**config.mk**
```make
export PLATFORM = sky130hd
export DESIGN_NAME = dadj_unit
export DESIGN_NICKNAME = d
export VERILOG_FILES = /design/src/rtl/dadj_pkg.sv /design/src/rtl/dadj_stage.sv /design/src/rtl/dadj_core.sv /design/src/rtl/dadj_unit.sv
export SDC_FILE = /design/constraint.sdc
export NUM_CORES = 1
export LEC_CHECK = 0
export ABC_CLOCK_PERIOD_IN_PS = 3200
export BUFFER_PORTS_ARGS = -buffer_cell sky130_fd_sc_hd__buf_2
export CORE_ASPECT_RATIO = 1.1
export CORE_MARGIN = 8
export CORE_UTILIZATION = 35
export CTS_CLUSTER_SIZE = 24
export DETAILED_ROUTE_END_ITERATION = 12
export PLACE_DENSITY = 0.61
export SLEW_MARGIN = 30
export SYNTH_ARGS = -nofsm -noshare
export SYNTH_HDL_FRONTEND = slang
export SYNTH_SLANG_ARGS = --single-unit
```
**constraint.sdc**
```tcl
create_clock -name clk -period 3.2 [get_ports clk]
set_input_delay 0.16 -clock clk [delete_from_list [all_inputs] [get_ports clk]]
set_output_delay 0.16 -clock clk [all_outputs]
set_load 0.02 [all_outputs]
```
**src/rtl/dadj_pkg.sv**
```systemverilog
package dadj_pkg;

   localparam int unsigned NIB_W   = 4;
   localparam int unsigned DIG_MAX = 9;
   localparam int unsigned DIG_FIX = 6;

   // True when a 4-bit digit holds a non-decimal code.
   function automatic logic digit_overrange(input logic [NIB_W-1:0] dig);
      return (dig > NIB_W'(DIG_MAX));
   endfunction

   // True when a 4-bit digit of a correction term is legal (0 or 6).
   function automatic logic digit_is_fix(input logic [NIB_W-1:0] dig);
      return (dig == '0) || (dig == NIB_W'(DIG_FIX));
   endfunction

endpackage

```
**src/rtl/dadj_stage.sv**
```systemverilog
module dadj_stage
   import dadj_pkg::*;
#(
   parameter int unsigned W   = 8,
   parameter int unsigned POS = 0
) (
   input  logic [W-1:0] word_i,
   input  logic         flag_i,
   input  logic         cy_i,
   output logic [W-1:0] word_o,
   output logic         cy_o
);

   localparam int unsigned LSB = POS * NIB_W;
   localparam logic [W:0]  ADDV = {{(W-3){1'b0}}, 4'(DIG_FIX)} << LSB;

   logic       fix;
   logic [W:0] sum;

   generate
      if (W < NIB_W * (POS + 1)) begin : g_bad_pos
         $error("dadj_stage: digit position outside word");
      end
   endgenerate

   always_comb begin
      fix    = digit_overrange(word_i[LSB +: NIB_W]) || flag_i;
      sum    = {1'b0, word_i} + (fix ? ADDV : '0);
      word_o = sum[W-1:0];
      cy_o   = cy_i | sum[W];
   end

   // a single stage either leaves the word alone or adds 6 at its digit
   always_comb begin
      a_r4_stage_delta : assert ((word_o - word_i) == '0 || (word_o - word_i) == ADDV[W-1:0])
         else $error("stage delta not 0 or 6 at digit");
   end

endmodule

```
**src/rtl/dadj_core.sv**
```systemverilog
module dadj_core
   import dadj_pkg::*;
#(
   parameter int unsigned DIGITS = 2
) (
   input  logic [NIB_W*DIGITS-1:0] acc_i,
   input  logic [DIGITS-2:0]       aux_cy_i,
   input  logic                    cy_i,
   output logic [NIB_W*DIGITS-1:0] acc_o,
   output logic                    cy_o
);

   localparam int unsigned W = NIB_W * DIGITS;

   logic [W-1:0] word_q [DIGITS+1];
   logic         cy_q   [DIGITS+1];
   logic         flag   [DIGITS];

   assign word_q[0] = acc_i;
   assign cy_q[0]   = cy_i;

   generate
      for (genvar i = 0; i < DIGITS; i++) begin : g_dig
         if (i == DIGITS - 1) begin : g_top
            // top digit decides on the carry as updated by lower repairs
            assign flag[i] = cy_q[i];
         end else begin : g_low
            assign flag[i] = aux_cy_i[i];
         end
         dadj_stage #(
            .W   (W),
            .POS (i)
         ) i_stage (
            .word_i (word_q[i]),
            .flag_i (flag[i]),
            .cy_i   (cy_q[i]),
            .word_o (word_q[i+1]),
            .cy_o   (cy_q[i+1])
         );
      end
   endgenerate

   assign acc_o = word_q[DIGITS];
   assign cy_o  = cy_q[DIGITS];

   // every digit of the net correction is 0 or 6
   logic [W-1:0] net;
   logic         net_ok;
   always_comb begin
      net    = acc_o - acc_i;
      net_ok = 1'b1;
      for (int k = 0; k < DIGITS; k++) begin
         net_ok = net_ok & digit_is_fix(net[k*NIB_W +: NIB_W]);
      end
      a_r4_net_digits : assert (net_ok) else $error("net correction digit illegal");
      a_r2_cy_sticky_comb : assert (!cy_i || cy_o) else $error("carry cleared");
   end

endmodule

```
**src/rtl/dadj_unit.sv**
```systemverilog
module dadj_unit
   import dadj_pkg::*;
#(
   parameter int unsigned DIGITS = 2
) (
   input  logic                    clk,
   input  logic                    rst_n,
   input  logic                    vld_i,
   input  logic [4*DIGITS-1:0]     acc_i,
   input  logic [DIGITS-2:0]       aux_cy_i,
   input  logic                    cy_i,
   input  logic                    ov_i,
   output logic                    vld_o,
   output logic [4*DIGITS-1:0]     acc_o,
   output logic                    cy_o,
   output logic                    ov_o
);

   localparam int unsigned W = NIB_W * DIGITS;

   generate
      if (DIGITS < 2) begin : g_bad_digits
         $error("dadj_unit: DIGITS must be at least 2");
      end
   endgenerate

   logic [W-1:0] fix_acc;
   logic         fix_cy;

   dadj_core #(
      .DIGITS (DIGITS)
   ) i_core (
      .acc_i    (acc_i),
      .aux_cy_i (aux_cy_i),
      .cy_i     (cy_i),
      .acc_o    (fix_acc),
      .cy_o     (fix_cy)
   );

   always_ff @(posedge clk) begin
      if (!rst_n) begin
         vld_o <= 1'b0;
         acc_o <= '0;
         cy_o  <= 1'b0;
         ov_o  <= 1'b0;
      end else begin
         vld_o <= vld_i;
         if (vld_i) begin
            acc_o <= fix_acc;
            cy_o  <= fix_cy;
            ov_o  <= ov_i;
         end
      end
   end

   // result strobe follows the operand strobe by one clock
   a_r6_vld_follow : assert property (@(posedge clk) disable iff (!rst_n)
      vld_i |=> vld_o);
   a_r6_vld_quiet : assert property (@(posedge clk) disable iff (!rst_n)
      !vld_i |=> !vld_o);
   // outputs hold without a strobe
   a_r7_hold : assert property (@(posedge clk) disable iff (!rst_n)
      !vld_i |=> ($stable(acc_o) && $stable(cy_o) && $stable(ov_o)));
   // overflow captured unchanged
   a_r5_ov_pass : assert property (@(posedge clk) disable iff (!rst_n)
      vld_i |=> (ov_o == $past(ov_i)));
   // an incoming carry is never cleared
   a_r2_cy_sticky : assert property (@(posedge clk) disable iff (!rst_n)
      (vld_i && cy_i) |=> cy_o);

endmodule

```
==> run_results.csv <==
group,metric,value,unit
sta,period_share,92.4,%
layout,insertedDiodeCount,0,
layout,final_area,927,um2
floorplanning,dieArea,3830,um2
place,io_buffers,24,
clocking,cts_resized,0,
place,hpwl,1400,um
logic_synthesis,synth-main-ff-cell,"dfxtp_1",
layout,final_util,46.4,%
global_routing,grt_pass1_vias,682,
logic_synthesis,ys_ff_latch,11,
critical_path,crit_required,3.35,ns
critical_path,cp_slowest_stage_delay,0.47,ns
global_routing,grt_overflow,0,
logic_synthesis,synth_edf_count,0,
critical_path,reg2reg_setup_slack,2.54,ns
sta,fmax,338,MHz
sta,fin_skew,0,ns
clocking,cts-htree-levels,1,
status,status,"completed",
logic_synthesis,synth.distinct_cells,36,
drt,num_vias,657,
sta,rsz0062_at_grt,"false",
logic_synthesis,yosys.area.top_type,"dfxtp_1",
drt,drc,0,
place,placed_cell_area,901,um2
floorplanning,start_util,36.9,%
global_routing,grt_max_degree,20,
sta,tightest_slew,0.405,ns
power,clkPwrFrac,25.5,%
clocking,clock_latency,0.26,ns
clocking,post-cts-setup-buffers,0,
clocking,numCtsBuffers,3,
floorplanning,row_count,17,
floorplanning,fp.dieW,59.8,um
drt,dr.first_iter.drc_count,13,
layout,n_fill_cell,221,
layout,fin_cells,135,
logic_synthesis,ys_top_cells_by_area,"dfxtp_1, mux2i_1, ha_1",
clocking,cts_max_path_buffers,2,
global_routing,grt_pass1_wl,2860,um
hold_path,min_path_type,"in2reg",
layout,finalNetCount,128,
drt,drtPass1Iterations,4,
drt,via_per_inst,4.87,
power,ir_drop,0.152,mV
power,power.switching,0.113,mW
critical_path,arrival,3.10,ns
logic_synthesis,synth_top_area_share,29.9,%
clocking,root_buffer,"clkbuf_4",
power,seqPwrFrac,42.4,%
floorplanning,io_pins,25,
global_routing,antenna_found_initial,0,
layout,drive_gt1_share,31.8,%
global_routing,grt_usage,9.62,%
sta,drv_slew,0,
critical_path,critPathKind,"in2reg",
sta,finalSetupViolations,0,
sta,finalHoldViolCount,0,
clocking,cts_tree,"yes",
power,p_comb_share,32.1,%
floorplanning,core,2000,um2
floorplanning,die_y,64.1,um
critical_path,path_cells,"buf_2 > o21ai_0 > nand2b_1 > ha_1 > fa_1 > nand3_4 > mux2i_1 > or4_1 > ha_1 > inv_1 > fa_1 > or3b_2 > a211oi_1 > nor3_1",
critical_path,cp_slowest_cell,"fa_1",
job,cap_violations,0,
sta,min_period,2.96,ns
power,cellPowerDensity,390,nW/um2
logic_synthesis,synth_fp_nets,100,
power,p_leak,0.443,nW
place,dp_cells,131,
sta,relSlewSlack,72.8,%
logic_synthesis,syn_inst,80,
logic_synthesis,netlist_area,737,um2
critical_path,cp_max_fo,3,
logic_synthesis,synth-async-reset-ratio,0,%
logic_synthesis,postSynthAreaPerCell,9.21,um2
clocking,cts.sinks,11,
power,internal_power,0.249,mW
place,place_congestion,0.766,
layout,area_growth,25.8,%
drt,wl,1710,um
power,p_sw_share,31.2,%
logic_synthesis,yosysWarnings,0,
sta,fin_hold_ws,0.161,ns
critical_path,end_kind,"flop",
critical_path,critPathLaunchType,"input pin",
drt,final_antenna_net_count,0,
logic_synthesis,seq_area_frac_synth,29.9,%
clocking,cts_hold_buf,0,
clocking,clk_pin_slew,0.06,ns
drt,wl_per_cell,12.7,um
## logic make-up after synthesis
kind of cell    share of synthesized area [%]
xor+xnor                                 4.75
simple gates                             24.1
buf+inv                                  4.41
mux                                      8.15
flops                                    29.9
fa+ha+maj                                12.2
compound gates                           16.5
## synth_stat cells, types with 2 or more instances
cell	count
inv_1	3
nor2b_1	5
dfxtp_1	11
o21ai_0	5
mux2i_1	6
nand3b_1	3
clkbuf_1	3
xnor2_1	3
nand2b_1	2
a31oi_1	2
nand3_1	2
ha_1	4
o211a_1	2
nand2_1	6
fa_1	2
## metal layers
layer  vias up  share of wire [%]  GRT usage [%]  routed length [um]
li1        342                  -              -                   -
met1       298                 45           9.89                 765
met2        15                 49           16.6                 831
met3         2                5.3           3.00                  91
met4         0                1.3           5.37                  22
met5         -                  0              0                   0
## registers in the layout, indices dropped and copies added (netlist names)
signal and cells:
acc_o 8, ov_o 1, cy_o 1, vld_o 1
## area by class of cell
type                    instances  area (um2)  share of cell area [%]
inverters                       3        11.3                    1.21
clock buffers                   4        26.3                    2.83
flip-flops and latches         11         220                    23.8
well taps                      28        35.0                    3.78
multi-input cells              61         484                    52.2
repair buffers                 28         150                    16.2
## cells in the final DEF (no fill, tap or decap), types with 2 or more instances in the layout
cell	n
nor2b_1	5
o21ai_0	5
a31oi_1	2
mux2i_1	6
nand2b_1	2
buf_4	4
inv_1	3
buf_2	24
xnor2_1	3
fa_1	2
nand3b_1	3
nand2_1	6
dfxtp_1	11
clkbuf_4	3
o211a_1	2
ha_1	4
nand3_1	2
## worst paths after layout
| kind | start | end | cells past startpoint |
|---|---|---|---|
| setup / recovery | acc_i[2] | acc_o[7] | 14 |
| hold / removal | acc_i[0] | acc_o[0] | 3 |
| setup reg to reg | acc_o[7] | acc_o[7] | 2 |
| hold reg to reg | acc_o[3] | acc_o[3] | 1 |
## worst max-delay path: cells and delay by family
family	cells	cell delay [ns]
adder cells (fa/ha/maj)	4	1.26
AND/OR/NAND/NOR	5	0.92
AO/OA/AOI/OAI	2	0.37
multiplexers	1	0.21
buffers and inverters	2	0.17
## through the flow
step                      setup TNS, ns  power [mW]  setup WS, ns
after floorplan                       0       0.233         0.229
after global placement                0       0.271        0.0391
after global routing                  0       0.391        0.0743
after CTS                             0       0.369         0.245
after detailed placement        -0.0428       0.275       -0.0428
final                                 0       0.362         0.243
## power by group through the flow
stage	Sequential (mW)	Combinational, mW	Clock (mW)
after floorplan	0.171	0.0622	0
after global placement	0.156	0.115	0
after detailed placement	0.156	0.118	0
after CTS	0.153	0.119	0.0971
after global routing	0.155	0.130	0.107
final	0.153	0.116	0.0923
No activity file was read; power rests on OpenSTA's default activity.
